File: config.mk
export PLATFORM = sky130hd
export DESIGN_NAME = dual_wiper_ctrl
export DESIGN_NICKNAME = d
export VERILOG_FILES = /design/src/rtl/wiper_pkg.sv /design/src/rtl/wiper_sync.sv /design/src/rtl/wiper_step_ctrl.sv /design/src/rtl/wiper_counter.sv /design/src/rtl/wiper_tap_decode.sv /design/src/rtl/dual_wiper_ctrl.sv
export SDC_FILE = /design/constraint.sdc
export NUM_CORES = 1
export LEC_CHECK = 0
export BUFFER_PORTS_ARGS = -buffer_cell sky130_fd_sc_hd__buf_4
export CORE_AREA = 2 2 107 109
export CTS_CLUSTER_DIAMETER = 150
export CTS_CLUSTER_SIZE = 25
export DETAILED_ROUTE_END_ITERATION = 8
export DIE_AREA = 0 0 109 111
export GPL_TIMING_DRIVEN = 0
export PLACE_DENSITY = 0.7
export SKIP_CTS_REPAIR_TIMING = 1
export SYNTH_ARGS = -nofsm -noshare
export SYNTH_HDL_FRONTEND = slang
export SYNTH_HIERARCHICAL = 1
export SYNTH_SLANG_ARGS = --single-unit
File: constraint.sdc
create_clock -name clk_i -period 4.4 [get_ports clk_i]
set_input_delay 0.66 -clock clk_i [delete_from_list [all_inputs] [get_ports clk_i]]
set_output_delay 0.66 -clock clk_i [all_outputs]
set_load 0.02 [all_outputs]
File: src/rtl/wiper_pkg.sv
package wiper_pkg;
  localparam int unsigned CODE_W = 7;
  localparam int unsigned TAPS   = 1 << CODE_W;
  localparam int unsigned NCH    = 2;

  typedef struct packed {
    logic up;
    logic indep;
    logic sel;
  } step_cmd_t;
endpackage

File: src/rtl/wiper_sync.sv
module wiper_sync #(
  parameter int unsigned STAGES  = 2,
  parameter logic        RST_VAL = 1'b0
) (
  input  logic clk_i,
  input  logic rst_ni,
  input  logic d_i,
  output logic q_o
);
  logic [STAGES-1:0] sr_q;

  always_ff @(posedge clk_i or negedge rst_ni) begin
    if (!rst_ni) sr_q <= {STAGES{RST_VAL}};
    else         sr_q <= {sr_q[STAGES-2:0], d_i};
  end

  assign q_o = sr_q[STAGES-1];
endmodule

File: src/rtl/wiper_step_ctrl.sv
module wiper_step_ctrl #(
  parameter int unsigned CODE_W = 7,
  parameter int unsigned NCH    = 2
) (
  input  logic                       clk_i,
  input  logic                       rst_ni,
  input  logic                       strobe_s_i,
  input  logic                       cs_ns_i,
  input  wiper_pkg::step_cmd_t       cmd_i,
  input  logic [NCH-1:0][CODE_W-1:0] code_i,
  output logic [NCH-1:0]             en_o,
  output logic                       up_o
);
  localparam logic [CODE_W-1:0] CODE_MAX = '1;

  logic strobe_prev_q;
  logic fall, go;
  logic [NCH-1:0] at_top, at_bot;
  logic blocked;

  always_ff @(posedge clk_i or negedge rst_ni) begin
    if (!rst_ni) strobe_prev_q <= 1'b0;
    else         strobe_prev_q <= strobe_s_i;
  end

  assign fall = strobe_prev_q & ~strobe_s_i;
  assign go   = fall & ~cs_ns_i;

  for (genvar c = 0; c < NCH; c++) begin : g_lim
    assign at_top[c] = (code_i[c] == CODE_MAX);
    assign at_bot[c] = (code_i[c] == '0);
  end

  // common mode: any channel at the end in the step direction freezes all
  assign blocked = cmd_i.up ? |at_top : |at_bot;

  always_comb begin
    en_o = '0;
    if (go) begin
      if (cmd_i.indep) en_o[cmd_i.sel] = 1'b1;
      else if (!blocked) en_o = '1;
    end
  end

  assign up_o = cmd_i.up;


  single_pulse_chk: assert property (@(posedge clk_i) disable iff (!rst_ni)
    fall |=> !fall);


  cs_gate_chk: assert property (@(posedge clk_i) disable iff (!rst_ni)
    cs_ns_i |-> (en_o == '0));


  common_lock_chk: assert property (@(posedge clk_i) disable iff (!rst_ni)
    (!cmd_i.indep && (en_o != '0)) |-> (&en_o));


  indep_one_chk: assert property (@(posedge clk_i) disable iff (!rst_ni)
    cmd_i.indep |-> $onehot0(en_o));
endmodule

File: src/rtl/wiper_counter.sv
module wiper_counter #(
  parameter int unsigned       CODE_W = 7,
  parameter logic [CODE_W-1:0] RST_CODE = 7'h40
) (
  input  logic              clk_i,
  input  logic              rst_ni,
  input  logic              en_i,
  input  logic              up_i,
  output logic [CODE_W-1:0] code_o
);
  localparam logic [CODE_W-1:0] CODE_MAX = '1;

  logic [CODE_W-1:0] code_q;

  always_ff @(posedge clk_i or negedge rst_ni) begin
    if (!rst_ni) code_q <= RST_CODE;
    else if (en_i) begin
      if (up_i && code_q != CODE_MAX)    code_q <= code_q + 1'b1;
      else if (!up_i && code_q != '0)    code_q <= code_q - 1'b1;
    end
  end

  assign code_o = code_q;


  hold_chk: assert property (@(posedge clk_i) disable iff (!rst_ni)
    !en_i |=> $stable(code_q));


  no_overflow_chk: assert property (@(posedge clk_i) disable iff (!rst_ni)
    (en_i && up_i && code_q == CODE_MAX) |=> (code_q == CODE_MAX));


  no_underflow_chk: assert property (@(posedge clk_i) disable iff (!rst_ni)
    (en_i && !up_i && code_q == '0) |=> (code_q == '0));


  inc_chk: assert property (@(posedge clk_i) disable iff (!rst_ni)
    (en_i && up_i && code_q != CODE_MAX) |=> (code_q == $past(code_q) + 1'b1));
endmodule

File: src/rtl/wiper_tap_decode.sv
module wiper_tap_decode #(
  parameter int unsigned CODE_W = 7,
  parameter int unsigned TAPS   = 1 << CODE_W
) (
  input  logic              clk_i,
  input  logic              rst_ni,
  input  logic [CODE_W-1:0] code_i,
  output logic [TAPS-1:0]   tap_o
);
  for (genvar t = 0; t < TAPS; t++) begin : g_tap
    assign tap_o[t] = (code_i == t[CODE_W-1:0]);
  end


  tap_onehot_chk: assert property (@(posedge clk_i) disable iff (!rst_ni)
    $countones(tap_o) == 1);


  tap_index_chk: assert property (@(posedge clk_i) disable iff (!rst_ni)
    tap_o[code_i]);
endmodule

File: src/rtl/dual_wiper_ctrl.sv
module dual_wiper_ctrl #(
  parameter int unsigned CODE_W      = wiper_pkg::CODE_W,
  parameter int unsigned SYNC_STAGES = 2,
  localparam int unsigned TAPS       = 1 << CODE_W
) (
  input  logic              clk_i,
  input  logic              rst_ni,
  input  logic              strobe_i,
  input  logic              cs_ni,
  input  logic              up_i,
  input  logic              indep_i,
  input  logic              sel_i,
  output logic [CODE_W-1:0] code1_o,
  output logic [CODE_W-1:0] code2_o,
  output logic [TAPS-1:0]   tap1_o,
  output logic [TAPS-1:0]   tap2_o
);
  localparam int unsigned       NCH      = wiper_pkg::NCH;
  localparam logic [CODE_W-1:0] RST_CODE = CODE_W'(1 << (CODE_W - 1));

  logic strobe_s, cs_ns, up;
  logic [NCH-1:0]             en;
  logic [NCH-1:0][CODE_W-1:0] code;
  logic [NCH-1:0][TAPS-1:0]   tap;
  wiper_pkg::step_cmd_t       cmd;

  wiper_sync #(.STAGES(SYNC_STAGES), .RST_VAL(1'b0)) u_sync_strobe (
    .clk_i(clk_i), .rst_ni(rst_ni), .d_i(strobe_i), .q_o(strobe_s));

  wiper_sync #(.STAGES(SYNC_STAGES), .RST_VAL(1'b1)) u_sync_cs (
    .clk_i(clk_i), .rst_ni(rst_ni), .d_i(cs_ni), .q_o(cs_ns));

  assign cmd = '{up: up_i, indep: indep_i, sel: sel_i};

  wiper_step_ctrl #(.CODE_W(CODE_W), .NCH(NCH)) u_ctrl (
    .clk_i(clk_i), .rst_ni(rst_ni), .strobe_s_i(strobe_s), .cs_ns_i(cs_ns),
    .cmd_i(cmd), .code_i(code), .en_o(en), .up_o(up));

  for (genvar c = 0; c < NCH; c++) begin : g_ch
    wiper_counter #(.CODE_W(CODE_W), .RST_CODE(RST_CODE)) u_cnt (
      .clk_i(clk_i), .rst_ni(rst_ni), .en_i(en[c]), .up_i(up), .code_o(code[c]));
    wiper_tap_decode #(.CODE_W(CODE_W), .TAPS(TAPS)) u_dec (
      .clk_i(clk_i), .rst_ni(rst_ni), .code_i(code[c]), .tap_o(tap[c]));
  end

  assign code1_o = code[0];
  assign code2_o = code[1];
  assign tap1_o  = tap[0];
  assign tap2_o  = tap[1];


  spacing_kept_chk: assert property (@(posedge clk_i) disable iff (!rst_ni)
    (!$past(indep_i) && $past(en) != '0) |->
      (code1_o - code2_o) == $past(code1_o - code2_o));
endmodule

==> results of run 1 <==
how the worst max path moves through the flow:
stage               slack, ns                     from  cells past startpoint                 endpoint
finish                   1.49  g_ch[1].u_cnt/code_o[6]                      5               tap2_o[52]
global route             1.40  g_ch[1].u_cnt/code_o[6]                      5               tap2_o[52]
CTS                      1.51  g_ch[1].u_cnt/code_o[6]                      5               tap2_o[52]
detailed placement       1.78  g_ch[1].u_cnt/code_o[0]                      8  g_ch[1].u_cnt/code_o[5]
global placement         1.82  g_ch[1].u_cnt/code_o[6]                      5               tap2_o[52]
floorplan                2.00  g_ch[0].u_cnt/code_o[6]                      5               tap1_o[65]
power groups by stage:
| stage | Sequential [mW] | Clock, mW | Combinational (mW) |
|---|---|---|---|
| 2_1_floorplan | 0.488 | 0 | 1.38 |
| 3_3_place_gp | 0.469 | 0 | 2.04 |
| 3_5_place_dp | 0.477 | 0 | 2.08 |
| 4_1_cts | 0.475 | 0.191 | 2.09 |
| 5_1_grt | 0.509 | 0.199 | 2.26 |
| 6_report | 0.480 | 0.187 | 2.11 |
cells by family (layout without fill, tap and decap cells):
logic type      Yosys count  in the layout
compound gates           40             40
xor+xnor                 12             12
fa+ha+maj                12             12
buf+inv                  61            341
flops                    19             19
mux                       8              8
simple gates            332            332
layout make-up:
class / count / area (sq um) / share of cell area
Clock buffer: 3 / 75.07 / 0.01371
Buffer: 61 / 330.3 / 0.06032
Timing Repair Buffer: 276 / 2072 / 0.3783
Sequential cell: 19 / 480.5 / 0.08773
Tap cell: 143 / 178.9 / 0.03267
Clock inverter: 1 / 5.005 / 0.0009139
Multi-Input combinational cell: 404 / 2335 / 0.4263
routing by layer:
layer | up-vias | GRT usage | share of wire
li1 | 2141 | - | -
met3 | 16 | 0.01529 | 0.070
met5 | - | 0 | 0
met4 | 0 | 0.02564 | 0.0081
met1 | 2123 | 0.2925 | 0.42
met2 | 231 | 0.3706 | 0.50
worst max-delay path, cell delays in order (launching register included):
cell      delay [ns]
dfstp_2         0.60
buf_2           0.18
nand3b_1        0.28
clkbuf_1        0.54
nor2_1          0.19
buf_4           0.21
registers in the layout (all words and copies together), names as in the netlist:
| signal | flops |
|---|---|
| g_ch.u_cnt/code_o | 14 |
| u_sync_cs/sr_q | 2 |
| u_sync_strobe/sr_q | 2 |
| u_ctrl/strobe_prev_q | 1 |
stage by stage:
stage               instance area [sq um]  hold WS [ns]
floorplan                            3146        0.3312
global placement                     5396        0.3384
detailed placement                   5396        0.3405
CTS                                  5477        0.2839
global route                         5477        0.2947
finish                               5477        0.2747
cell usage in the layout, fill, tap and decap left out, types with 7 or more instances in the layout:
cell	n
clkbuf_1	22
dfrtp_1	15
nand3_1	7
ha_1	10
mux2_4	8
nand4b_1	8
nor2_2	32
nand4bb_1	12
buf_4	277
nor2_1	230
buf_6	8
buf_2	30
xnor2_1	10
==> impl_results.md, run 1 <==
- R2r setup slk: between 1.5 and 2 ns
- Pwr/cell area: around 510 nW/um^2
- Fmax: around 340 MHz
- Number of detailed-routing iterations run before antenna repair: 5
- NumNets Final: just under 800
- Post-synthesis adder-cell area fraction: 0.05251
- Post-synth EDFFs: 0
- Power Total: about 2.8 mW
- Initial antenna violation count: 0
- Clock share of power: 0.067
- Io pins: roughly 280
- Main combinational cell family by area after synthesis: simple AND/OR/NAND/NOR gates
- Synth warnings: 6
- Reg power frac: 0.173
- DR WL/cell: around 16 um
- Largest area contributor in the netlist: nor2_1
- FFs w/ async S/R, synth: 1.000
- Crit share post-route: 0.6606
- Worst setup margin: roughly 1.5 ns
- # rows: 39
- Worst-path clk slew: around 0.060 ns
- Syn_nets: between 500 and 600
- Combinational power share: 0.760
- Mux cell area share after synthesis: 0.03819
- CTS tree: yes
- Core outline area: ~11000 sq um
- Clk root buf: clkbuf_16
- IO Port Bufs: approximately 280
- Gpl congestion: 0.8912
- R2R Path Start: g_ch[1].u_cnt/code_o[0]
- Final setup viols: 0
- Clock sink total: 19
- Worst setup SP type: register
- Hold Path Class: input pin to asynchronous set/reset pin
- Clock Skew: 0.001298 ns
- CP arrival: ~2.3 ns
- Post-synthesis xor/xnor area fraction: 0.03341
- CTS max path bufs: 2
- Routed WL: between 10 and 15 mm
- Post-synth top flop: dfrtp_1
- Fraction of layout cells with a size suffix above 1: 0.4961
- Simple-Gate Fraction of Synth Area: 0.5203
- Starting Density: 0.2840
- DP Wirelength: roughly 11 mm
- Int Pwr: 1.195 mW
- First-pass GRT wire length: roughly 21 mm
- DIE HEIGHT: 111 um
- Vias in the first global route: approximately 3800
- Switch share: 0.5700
- Via/cell ratio: between 4 and 5
- GR Util All Layers: 0.2126
- Worst-path fanout max: 10
- Largest net degree at the start of global routing: 20
- Die ar.: roughly 12000 sq um
- Die X: 109 um
- Peak VDD IR: 0.0003223 V
- Antenna diode count: 0
- Post-synthesis compound-gate area fraction: 0.09785
- Pins Over Slew Limit: 0
- Least-Margin Pin Slew: 0.6442 ns
- CP endpoint kind: primary output
- Yosys cell types: 41
- Gate count of the mapped netlist: between 400 and 500
- Clock Latency Late Sink: between 0.2 and 0.3 ns
- Main area contributors after synthesis: nor2_1 (27%), dfrtp_1 (12%), nor2_2 (6.4%), buf_2 (4.8%), nand4bb_1 (4.3%)
- Slew HR: 0.5705
- Top-count cell post-synth: nor2_1
- Fin util: 0.4944
- Top-area cell type share of the netlist area: 0.2745
- Worst Reg2Reg Path Length in Cells: 8
- CP Class: register to primary output
- Mean Syn Cell Area: 6.499 sq um
- CTS buffer count: 3
- Status: finished, final reports clean
- Layout Cells excl Fill: just over 900
- Number of DRC markers in iteration 0: just over 500
- Sequential share of the synthesized area: 0.1527
- RSZ-0062 raised after global routing: false
- Remaining antenna violation count: 0
- # fillers: roughly 1100
- Placed cell count: around 900
- Final hold violation count: 0
- Total gr overflow: 0
- DR DRC count: 0
- Setup WS pre-CTS: between 1.5 and 2 ns
- FF-to-FF End: g_ch[1].u_cnt/code_o[5]
- Worst Path Required: between 3 and 4 ns
- Synth Cell Area: around 3100 sq um
- P_sw: around 1.6 mW
- # H-tree levels: 1
- Via count: between 4000 and 5000
- Sum Neg Setup Slack: 0 ns
- Final min period: 2.907 ns
- Pleak: 2.542 nW
- Post-synth top cells: nor2_1 (230), nor2_2 (32), buf_2 (30)
- Max_cap viols: 0
- Yosys reg bits: 19
- Syn-to-layout area delta: 74.10%
Power figures use the tool's default switching activity.
==> run 2: changes to the inputs <==
--- a/config.mk
+++ b/config.mk
@@ -12,7 +12,7 @@
 export DETAILED_ROUTE_END_ITERATION = 8
 export DIE_AREA = 0 0 109 111
 export GPL_TIMING_DRIVEN = 0
-export PLACE_DENSITY = 0.7
+export PLACE_DENSITY = 0.72
 export SKIP_CTS_REPAIR_TIMING = 1
 export SYNTH_ARGS = -nofsm -noshare
 export SYNTH_HDL_FRONTEND = slang
==> constraint.sdc (replaced) <==
create_clock -name clk_i -period 2.4 [get_ports clk_i]
set_input_delay 0.36 -clock clk_i [delete_from_list [all_inputs] [get_ports clk_i]]
set_output_delay 0.36 -clock clk_i [all_outputs]
set_load 0.02 [all_outputs]
==> run 2 against run 1 <==
Effect of this change: via count decreased by 2.9%; count of clock-buffer cells in the layout rose by 1; final area increased by 2.5%; register-to-register slack got worse by 1.7 ns; worst hold slack worse by 0.060 ns; routed wire length decreased by 4.2%; die area unchanged; power increased by 87%; first-iteration DRC count decreased by 27%; worst setup slack lost 1.4 ns; clock power grew 83%.
==> impl_results.md, run 2 (synthesis results as in run 1) <==
- Status: finished, final reports clean
- Final min period: between 2 and 2.5 ns
- R2r setup slk: 0.09 ns (-1.66 ns)
- Slew HR: 0.6075 (+0.03701)
- Sum Neg Setup Slack: 0 ns (unchanged)
- # rows: 39 (unchanged)
- Die X: 109 um (unchanged)
- Fmax: ~430 MHz
- Most frequent cells in the layout: buf_4 (289), nor2_1 (230), nor2_2 (32)
- Least-Margin Pin Slew: 0.5887 ns (-0.05551 ns)
- Clock Latency Late Sink: 0.25 ns (about the same)
- Min Hold Slack: 0.2147 ns (-0.05997 ns)
- Pleak: 2.600 nW (+2.3%)
- CP Class: register to primary output
- Die ar.: 12100 sq um (unchanged)
- DIE HEIGHT: 111 um (unchanged)
- Via count: 4378 (-2.9%)
- Max_cap viols: 0 (unchanged)
- Worst-path clk slew: 0.05 ns (about the same)
- CP endpoint kind: primary output
- Placed cell count: 903 (unchanged)
- DR WL/cell: 15.04 um (-5.3%)
- Vias in the first global route: 3549 (-7.6%)
- Final hold violation count: 0 (unchanged)
- CTS buffer count: 3 (unchanged)
- Initial antenna violation count: 0 (unchanged)
- Crit share post-route: 0.9731
- Final setup viols: 0 (unchanged)
- Total gr overflow: 0 (unchanged)
- CTS tree: yes
- Worst Path Required: 2.04 ns (-1.70 ns)
- Clock Skew: 0.0007649 ns (-0.0005332 ns)
- # H-tree levels: 1 (unchanged)
- Core outline area: 11080 sq um (unchanged)
- Worst-path fanout max: 10 (unchanged)
- Pins Over Slew Limit: 0 (unchanged)
- Syn-to-layout area delta: 78.52%
- Largest net degree at the start of global routing: 20 (unchanged)
- GR Util All Layers: 0.2013 (-0.01132)
- Pwr/cell area: 923.1 nW/um^2 (+82%)
- NumNets Final: 795 (+1.4%)
- DP Wirelength: 10.59 mm (-4.9%)
- Gpl congestion: 0.8672 (-2.7%)
- Antenna diode count: 0 (unchanged)
- CP arrival: 1.98 ns (-0.27 ns)
- Setup WS pre-CTS: -0.2520 ns (-2.033 ns)
- Number of detailed-routing iterations run before antenna repair: 4 (-1)
- CTS max path bufs: 2 (unchanged)
- Worst setup margin: 0.06462 ns (-1.429 ns)
- Clk root buf: clkbuf_16
- Remaining antenna violation count: 0 (unchanged)
- Layout Cells excl Fill: 918 (+1.2%)
- Worst setup SP type: register
- Number of DRC markers in iteration 0: 372 (-27%)
- Starting Density: 0.2840 (unchanged)
- Via/cell ratio: 4.769 (-4.1%)
- Routed WL: 13.81 mm (-4.2%)
- Peak VDD IR: 0.0006546 V (+100%)
- Max reg flops: 14 (unchanged)
- Fraction of layout cells with a size suffix above 1: 0.5239 (+0.02780)
- Clock sink total: 19 (unchanged)
- Hold Path Class: input pin to register
- First-pass GRT wire length: 19.81 mm (-5.3%)
- Fin util: 0.5069 (+0.01254)
- DR DRC count: 0 (unchanged)
- Io pins: 277 (unchanged)
- Most common cell after layout, fill and taps aside: buf_4
- IO Port Bufs: 276 (unchanged)
[run 2: cell count changes in the layout (fill, tap and decap cells not counted), sizes merged]
cell / change
dlygate4sd3: +1
clkinv: -1
buf: +11
[run 2: worst max-delay path, cell delays in order (launching register included)]
cell	delay [ns]
dfstp_2	0.56
clkbuf_4	0.17
or3b_1	0.33
buf_2	0.19
buf_4	0.19
nor2_1	0.11
buf_4	0.16
[run 2: final timing paths]
check / start / cells past startpoint / end
max: g_ch[1].u_cnt/code_o[6] / 6 / tap2_o[67]
min: cs_ni / 1 / u_sync_cs/sr_q[0]
max reg2reg: g_ch[0].u_cnt/code_o[6] / 10 / g_ch[0].u_cnt/code_o[5]
min reg2reg: u_sync_cs/sr_q[0] / 0 / u_sync_cs/sr_q[1]
max in group asynchronous: rst_ni / 2 / g_ch[1].u_cnt/code_o[6]
min in group asynchronous: rst_ni / 2 / g_ch[0].u_cnt/code_o[5]
[run 2: power breakdown]
group / leakage, nW / internal (mW) / switching (mW)
combinational: 2.35 / 1.60 / 2.36
clock: 0.0382 / 0.226 / 0.117
sequential: 0.207 / 0.477 / 0.403
total: 2.60 / 2.31 / 2.88
[run 2: final cells by class]
cell class,count,area (sq um)
tap,143,178.9
multi-input combinational,404,2355
clock buffer,4,78.83
buffer,61,347.8
fill,1131,5461
sequential,19,494.2
timing repair buffer,287,2161
[run 2: through the flow]
step,power [mW],area [sq um]
global route,5.561,5615
global placement,4.646,5396
detailed placement,4.684,5396
finish,5.183,5615
floorplan,3.422,3146
CTS,5.041,5475
[run 2: layer usage]
layer	wire length (um)	share of wire	track usage	up-vias
li1	-	-	-	2162
met1	6030	0.44	0.2726	2031
met2	6629	0.48	0.3379	163
met3	909	0.066	0.02528	22
met4	235	0.017	0.04530	0
met5	0	0	0	-
